--- config.mk ---
export PLATFORM = sky130hd
export DESIGN_NAME = tx_proc_ctrl
export DESIGN_NICKNAME = d
export VERILOG_FILES = /design/src/rtl/tx_proc_pkg.sv /design/src/rtl/tx_thr_sel.sv /design/src/rtl/tx_fill_cnt.sv /design/src/rtl/tx_proc_fsm.sv /design/src/rtl/tx_proc_ctrl.sv
export SDC_FILE = /design/constraint.sdc
export NUM_CORES = 1
export LEC_CHECK = 0
export ABC_AREA = 1
export CORE_MARGIN = 1
export CORE_UTILIZATION = 40
export DETAILED_ROUTE_END_ITERATION = 10
export DONT_BUFFER_PORTS = 1
export PLACE_DENSITY = 0.54
export SYNTH_ARGS = -nofsm -noshare
export SYNTH_HDL_FRONTEND = slang
export SYNTH_SLANG_ARGS = --single-unit
--- constraint.sdc ---
create_clock -name clk -period 2.9 [get_ports clk]
set_input_delay 0.58 -clock clk [delete_from_list [all_inputs] [get_ports clk]]
set_output_delay 0.58 -clock clk [all_outputs]
set_load 0.05 [all_outputs]
--- src/rtl/tx_proc_pkg.sv ---
package tx_proc_pkg;

  typedef enum logic [2:0] {
    ST_STOPPED = 3'd0,
    ST_FETCH   = 3'd1,
    ST_SUSP    = 3'd2,
    ST_FILL    = 3'd3,
    ST_XMIT    = 3'd4
  } tx_state_e;

  // start level in bytes for a threshold code
  function automatic logic [10:0] thr_bytes(input logic [2:0] code);
    logic [10:0] v;
    case (code)
      3'd0:    v = 11'd128;
      3'd1:    v = 11'd256;
      3'd2:    v = 11'd512;
      3'd3:    v = 11'd1024;
      3'd4:    v = 11'd64;
      3'd5:    v = 11'd128;
      3'd6:    v = 11'd192;
      default: v = 11'd256;
    endcase
    return v;
  endfunction

  // saturating byte accumulate
  function automatic logic [31:0] sat_add(input logic [31:0] a, input logic [31:0] b,
                                          input logic [31:0] maxv);
    logic [32:0] s;
    s = {1'b0, a} + {1'b0, b};
    return (s > {1'b0, maxv}) ? maxv : s[31:0];
  endfunction

endpackage

--- src/rtl/tx_thr_sel.sv ---
module tx_thr_sel #(
  parameter int LVL_W   = 12,
  parameter bit REG_OUT = 1'b0
) (
  input  logic             clk,
  input  logic             rst_n,
  input  logic [2:0]       code,
  output logic [LVL_W-1:0] thr
);
  import tx_proc_pkg::*;

  logic [LVL_W-1:0] thr_c;
  assign thr_c = LVL_W'(thr_bytes(code));

  generate
    if (REG_OUT) begin : g_reg
      logic [LVL_W-1:0] thr_q;
      always_ff @(posedge clk or negedge rst_n) begin
        if (!rst_n) thr_q <= LVL_W'(128);
        else        thr_q <= thr_c;
      end
      assign thr = thr_q;
    end else begin : g_comb
      assign thr = thr_c;
    end
  endgenerate

endmodule

--- src/rtl/tx_fill_cnt.sv ---
module tx_fill_cnt #(
  parameter int LVL_W = 12,
  parameter int BW    = 3
) (
  input  logic             clk,
  input  logic             rst_n,
  input  logic             clr,
  input  logic             add_en,
  input  logic [BW-1:0]    add_bytes,
  input  logic             last_in,
  output logic [LVL_W-1:0] level,
  output logic             last_seen
);
  import tx_proc_pkg::*;

  localparam logic [LVL_W-1:0] LVL_MAX = '1;

  logic [LVL_W-1:0] level_nx;
  assign level_nx = LVL_W'(sat_add(32'(level), 32'(add_bytes), 32'(LVL_MAX)));

  always_ff @(posedge clk or negedge rst_n) begin
    if (!rst_n) begin
      level     <= '0;
      last_seen <= 1'b0;
    end else if (clr) begin
      level     <= '0;
      last_seen <= 1'b0;
    end else if (add_en) begin
      level <= level_nx;
      if (last_in) last_seen <= 1'b1;
    end
  end

  // the count never wraps back down while not cleared
  p_no_wrap_r5: assert property (@(posedge clk) disable iff (!rst_n)
    !clr |=> level >= $past(level));

endmodule

--- src/rtl/tx_proc_fsm.sv ---
module tx_proc_fsm (
  input  logic       clk,
  input  logic       rst_n,
  input  logic       cfg_start,
  input  logic       poll_demand,
  input  logic       desc_ack,
  input  logic       desc_host_owned,
  input  logic       go_line,
  input  logic       line_done,
  input  logic       unavail_clr,
  output tx_proc_pkg::tx_state_e state,
  output logic       desc_req,
  output logic       line_start,
  output logic       cnt_clr,
  output logic       buf_unavail
);
  import tx_proc_pkg::*;

  tx_state_e state_nx;
  logic      set_unavail;
  logic      frame_end;

  assign desc_req    = (state == ST_FETCH) && cfg_start;
  assign set_unavail = desc_req && desc_ack && desc_host_owned;
  assign line_start  = (state == ST_FILL) && go_line;
  assign frame_end   = (state == ST_XMIT) && line_done;
  assign cnt_clr     = frame_end || (state == ST_FETCH);

  always_comb begin
    state_nx = state;
    case (state)
      ST_STOPPED: if (cfg_start) state_nx = ST_FETCH;
      ST_FETCH: begin
        if (!cfg_start)           state_nx = ST_STOPPED;
        else if (desc_ack)        state_nx = desc_host_owned ? ST_SUSP : ST_FILL;
      end
      ST_SUSP: begin
        if (!cfg_start)           state_nx = ST_STOPPED;
        else if (poll_demand)     state_nx = ST_FETCH;
      end
      ST_FILL: if (go_line)       state_nx = ST_XMIT;
      ST_XMIT: if (line_done)     state_nx = cfg_start ? ST_FETCH : ST_STOPPED;
      default:                    state_nx = ST_STOPPED;
    endcase
  end

  always_ff @(posedge clk or negedge rst_n) begin
    if (!rst_n) begin
      state       <= ST_STOPPED;
      buf_unavail <= 1'b0;
    end else begin
      state <= state_nx;
      if (set_unavail)      buf_unavail <= 1'b1;
      else if (unavail_clr) buf_unavail <= 1'b0;
    end
  end

  // a start from stopped raises the fetch request next cycle
  p_fetch_req_r2: assert property (@(posedge clk) disable iff (!rst_n)
    (state == ST_STOPPED && cfg_start) |=> desc_req);

  // flag only drops on a clear
  p_sticky_r4: assert property (@(posedge clk) disable iff (!rst_n)
    (buf_unavail && !unavail_clr) |=> buf_unavail);

  // a host-owned answer always leaves the flag set
  p_susp_flag_r3: assert property (@(posedge clk) disable iff (!rst_n)
    set_unavail |=> (buf_unavail && state == ST_SUSP));

  // start strobe is a single cycle
  p_one_pulse_r7: assert property (@(posedge clk) disable iff (!rst_n)
    line_start |=> !line_start);

  // transmit holds until the line reports done
  p_hold_xmit_r10: assert property (@(posedge clk) disable iff (!rst_n)
    (state == ST_XMIT && !line_done) |=> state == ST_XMIT);

endmodule

--- src/rtl/tx_proc_ctrl.sv ---
module tx_proc_ctrl #(
  parameter int LVL_W   = 12,
  parameter int BW      = 3,
  parameter bit THR_REG = 1'b0
) (
  input  logic             clk,
  input  logic             rst_n,
  input  logic             cfg_start,
  input  logic [2:0]       cfg_thr_code,
  input  logic             poll_demand,
  output logic             desc_req,
  input  logic             desc_ack,
  input  logic             desc_host_owned,
  input  logic             wr_valid,
  input  logic [BW-1:0]    wr_bytes,
  input  logic             wr_last,
  output logic             fill_open,
  output logic [LVL_W-1:0] fifo_level,
  output logic             line_start,
  input  logic             line_done,
  output logic             buf_unavail,
  input  logic             unavail_clr,
  output logic [2:0]       proc_state
);
  import tx_proc_pkg::*;

  tx_state_e        state;
  logic [LVL_W-1:0] thr;
  logic             last_seen;
  logic             cnt_clr;
  logic             wr_take;
  logic             above_thr;
  logic             go_line;

  assign fill_open  = (state == ST_FILL || state == ST_XMIT) && !last_seen;
  assign wr_take    = wr_valid && fill_open;
  assign above_thr  = fifo_level > thr;
  assign go_line    = above_thr || last_seen;
  assign proc_state = state;

  tx_thr_sel #(.LVL_W(LVL_W), .REG_OUT(THR_REG)) i_thr (
    .clk(clk), .rst_n(rst_n), .code(cfg_thr_code), .thr(thr)
  );

  tx_fill_cnt #(.LVL_W(LVL_W), .BW(BW)) i_cnt (
    .clk(clk), .rst_n(rst_n), .clr(cnt_clr), .add_en(wr_take),
    .add_bytes(wr_bytes), .last_in(wr_last), .level(fifo_level),
    .last_seen(last_seen)
  );

  tx_proc_fsm i_fsm (
    .clk(clk), .rst_n(rst_n), .cfg_start(cfg_start), .poll_demand(poll_demand),
    .desc_ack(desc_ack), .desc_host_owned(desc_host_owned), .go_line(go_line),
    .line_done(line_done), .unavail_clr(unavail_clr), .state(state),
    .desc_req(desc_req), .line_start(line_start), .cnt_clr(cnt_clr),
    .buf_unavail(buf_unavail)
  );

  // launch only above the level or with the whole frame held
  p_launch_cond_r7: assert property (@(posedge clk) disable iff (!rst_n)
    line_start |-> (above_thr || last_seen));

  // a closed write port leaves the count alone
  p_closed_port_r5: assert property (@(posedge clk) disable iff (!rst_n)
    (!fill_open && !cnt_clr) |=> $stable(fifo_level));

  // the level is empty after a frame completes
  p_clear_done_r9: assert property (@(posedge clk) disable iff (!rst_n)
    (proc_state == 3'd4 && line_done) |=> fifo_level == '0);

endmodule

== Word level (Yosys, flattened, before mapping) ==
Cells that the tools add are included.
Word-level totals
  output and inout port bits: 19
  flip-flop bits (word level): 17
  memory bits (read-only): 0
  bits in latches: 0
  bits of input ports: 16
  RAM bits: 0
  memories: 0
Cells by class
  reduce and logical (&&, ||, !) cells: 19
  bitwise operators: 0
  $lt $le $gt $ge: 2
  shift-type cells: 0
  muxes and demuxes: 19
  div/mod/pow operators: 0
  eq/ne operators: 14
  $add $sub $neg: 1
  $mul: 0
Operator list (count)
  11-bit case mux with 5 select lines: 1
  12-bit 2-to-1 mux: 3
  3-bit 2-to-1 mux: 7
  3-bit case mux with 5 select lines: 1
  12-bit by 3-bit adder with 13-bit output: 1
  13-bit by 12-bit greater-than comparator with 1-bit output, second input constant: 1
  3-bit by 2-bit == test with 1-bit output, second input constant: 4
  3-bit == test, second input constant: 4
  12-bit by 11-bit greater-than comparator with 1-bit output: 1
  1-bit logical AND: 7
  1-bit 2-to-1 mux: 7
  3-bit zero test: 2
  3-bit inequality test, second input constant: 2
  2-bit nonzero test: 3
  5-bit AND reduction: 1
  2-bit inequality test, second input constant: 2
  3-bit by 1-bit == test with 1-bit output, second input constant: 1
  1-bit logical OR: 3
  2-bit by 1-bit inequality test with 1-bit output, second input constant: 1
  2-bit AND reduction: 1
  2-bit OR reduction: 1
  1-bit zero test: 1

== Longest topological paths before layout ==
  depth after elaboration: 7
  mapped depth: 16
  mapped depth without buffers: 16

== Cells and area by module ==
Synthesis repeated with hierarchy kept, for this count alone.
Second synthesis, totals
  cells, all modules: 252
  area, all modules: 1692.9 µm²
By module, submodules not included
  tx_fill_cnt: times used 1, cells each 118, area an instance 883.3 µm²
  tx_proc_ctrl: times used 1, cells each 64, area an instance 379.1 µm²
  tx_proc_fsm: times used 1, cells each 47, area an instance 297.8 µm²
  tx_thr_sel: times used 1, cells each 23, area an instance 132.6 µm²

== Worst setup path after synthesis ==
OpenSTA, ideal clock, no wires.
  path kind: in2out
  start point: input cfg_thr_code[1]
  end point: output line_start
  setup slack: 407 ps
  stages on the path: 14
  arrival: 1913 ps
  path through: inv_1 -> nor2_1 -> inv_1 -> nand2_1 -> nand2_1 -> o21ai_0 -> ha_1 -> nand2_1 -> nor2_1 -> nand3_1 -> nand2_1 -> nand3_1 -> nand3_1 -> inv_1
On the way
  longest elaborated chain between the ends: 6
RTL lines
  from (decl): line tx_proc_ctrl.sv:9  | input logic [2:0] cfg_thr_code,
  3-bit == test or 3-bit zero test (tied branches): line tx_proc_pkg.sv:14  | case (code)
  2-bit OR reduction (no source line)
  11-bit case mux with 5 select lines (*): line tx_proc_pkg.sv:14
  12-bit by 11-bit greater-than comparator with 1-bit output (*): line tx_proc_ctrl.sv:37  | assign above_thr = fifo_level > thr;
  1-bit logical OR (*): line tx_proc_ctrl.sv:38  | assign go_line = above_thr || last_seen;
  1-bit logical AND (*): line tx_proc_fsm.sv:25  | assign line_start = (state == ST_FILL) && go_line;
  to (decl): line tx_proc_ctrl.sv:19  | output logic line_start,
Every way passes the cells marked *; elsewhere a longest branch is shown, timed or not.

== Worst setup path after layout ==
Same ends and word-level chain as after synthesis.

==> qor.txt <==
status = completed
Post-Synth Adder-Cell Area = 8.79%
Syn Inst Count = 209
Initial Util = 43.3%
CP Max Fanout = 3
delay-heaviest family, CP = simple AND/OR/NAND/NOR gates
post-layout min period = 2.66 ns
Routability Congestion = 0.855
part of the Yosys area used for sequential elements = 31.1%
most frequent cells in the layout = nand2_1 (69), inv_1 (38), nor2_1 (17), dfrtp_1 (17), nand3_1 (15)
final hold violation count = 0
CP max stage delay = 0.27 ns
ys async rst share = 100%
CTS root buffer = clkbuf_4
Pwr Density = 648 mW/mm^2
Clock H-tree levels = 1
first-pass GRT wire length = 5530 um
IO Count = 35
layout cell share with drive strength beyond 1 = 12.8%
Synth Flop Type = dfrtp_1
final HPWL from detailed placement = 2520 um
CTS tree = yes
mux share of post-synthesis cell area = 0%
cell with the most instances on the worst path = nand2_1
Area Overhead vs Synth = 13.8%
commonest non-fill, non-tap cell in the layout = nand2_1
slew margin rel. = 33.4%
clk slew on worst S/H paths = 0.10 ns
number of synthesized flops with an enable pin = 0
DRC = 0
Seq cells post-synth = 17
fin worst setup slack = 0.239 ns
routed len/inst = 12.0 um
Power Total = 1.01 mW
largest family of logic cells by synthesized area = simple AND/OR/NAND/NOR gates
Rows = 20
syn_area_per_cell = 6.54 um^2
final setup vio count = 0
Max VDD drop = 0.503 mV
hold crit path type = input port to register
worst path arrival time = 2.08 ns
Die Ht = 60.4 um
CTS sink cnt = 17
CP Class = input port to output pin
fin crit share = 91.7%
Total Routed Length = 3240 um
Worst Max-Slew Pin Slew = 0.995 ns
final non-filler cell total = 270
Synth Area in XOR/XNOR = 1.28%
Final Max Slew Viols = 0
Lkg Pwr = 0.866 nW
critical-path cell with the highest stage delay = ha_1
Mapped Area = 0.00137 mm^2
drt first-iter violations = 95
initial antenna violation count = 0
post-synthesis simple-gate area fraction = 37.4%
startpoint types = input port
vias in the first global route = 1,279
largest net degree at the start of global routing = 18
postcts setup bufs = 0
antenna-violating nets left = 0
Synthesized Nets = 234
Ys Warns = 0
Post-Place Cells = 265
antenna diode count = 0
Worst-Skew Late Latency = 0.29 ns
clk buf depth = 2
DRT Pass-1 Iters = 4
Final Net Count = 252
area fraction in compound gates after synthesis = 9.62%
die width = 60.4 um
Worst Path Required = 2.32 ns
GRT overflow = 0
Setup crit end kind = output pin
Core Box Area = 0.00315 mm^2
vias = 1,327
Num CTS Buffers = 3
post-synth cell types = 25
critical-path cell list = inv_1 > nor2_2 > inv_1 > nand2_1 > nand2_1 > o21ai_0 > ha_1 > nand2_1 > nand2_1 > nand2_1 > nand3_1 > nand2_1 > nand3_1 > nand3_2 > clkinvlp_4
vias per inst = 4.91
max-cap viol count = 0
Overall Global Routing Usage = 20.2%
I/O Buffers = 0
clock skew = 0.00417 ns
DIE AREA = 0.00365 mm^2
achievable frequency = 0.376 GHz
pre-CTS WS = 0.238 ns
WP buf/inv = 3
## logic make-up after synthesis
logic type | after synthesis
DFF | 17
adders and majority gates | 9
buffers and inverters | 41
xor gates and xnor gates | 2
and+or+nand+nor | 117
AOI/OAI and AO/OA | 23
## registers in the layout (all words and copies together), names as in the netlist
name,flops
i_cnt.last_seen,1
i_fsm.state,3
i_cnt.level,12
i_fsm.buf_unavail,1
## worst paths after layout
| path | startpoint | end | slack (ns) | depth (start not counted) |
|---|---|---|---|---|
| worst max-delay path | cfg_thr_code[1] | line_start | 0.24 | 15 |
| worst min-delay path | unavail_clr | i_fsm.buf_unavail | 0.38 | 1 |
| worst max register to register | i_cnt.level[0] | i_cnt.level[0] | 0.68 | 11 |
| worst min register to register | i_cnt.last_seen | i_cnt.last_seen | 0.61 | 2 |
| max in group asynchronous | rst_n | i_fsm.state[1] | 1.59 | 1 |
| min in group asynchronous | rst_n | i_cnt.level[10] | 0.81 | 1 |
## Yosys cell counts (2+ instances only)
cell type | instances | area (um^2)
nor3_1 | 3 | 15.0
nor2_1 | 18 | 67.6
o211ai_1 | 3 | 22.5
nand4_1 | 4 | 25.0
inv_1 | 39 | 146
nand3_1 | 16 | 80.1
nand2_2 | 3 | 18.8
ha_1 | 8 | 100
a21oi_1 | 2 | 10.0
o21ai_0 | 14 | 70.1
nand2_1 | 69 | 259
dfrtp_1 | 17 | 425
## per-layer routing
layer	track usage, %	routed length [um]	up-vias
met2	35.0	1580	40
met4	3.90	21	0
met1	26.1	1470	589
li1	-	-	696
met5	0	0	-
met3	4.48	176	2
## power breakdown
group	switching (mW)	total [mW]	leakage, nW	internal, mW
registers	0.0704	0.340	0.234	0.270
logic	0.395	0.533	0.617	0.138
clock network	0.0808	0.134	0.0150	0.0535
total	0.547	1.01	0.866	0.461
## metrics by stage
stage               area, um^2  hold slack, ns  setup TNS, ns  util [%]
floorplan                 1370           0.284              0         -
global placement          1510           0.285              0      47.8
detailed placement        1510           0.285              0      47.8
CTS                       1540           0.364              0      49.0
global route              1560           0.365       -0.00633      49.3
finish                    1560           0.384              0      49.3
## cell type report
type	count	area, um^2
Fill cell	356	1600
Multi-Input combinational cell	151	787
Sequential cell	17	425
Inverter	40	154
Timing Repair Buffer	14	108
Tap cell	44	55.1
Clock buffer	4	26.3
## worst reg2reg max path: cells and delay by family (launching register included)
family | cells | cell delay (ns)
DFF | 1 | 0.34
and+or+nand+nor | 3 | 0.47
buffers and inverters | 3 | 0.33
AOI/OAI and AO/OA | 3 | 0.42
adders and majority gates | 2 | 0.58
## timing repair
item,CTS,global route
hold buffers,1,0
endpoints found under the setup margin,0,1
hold endpoints to repair,17,0
resized for setup,0,3
Power figures use the tool's default switching activity.
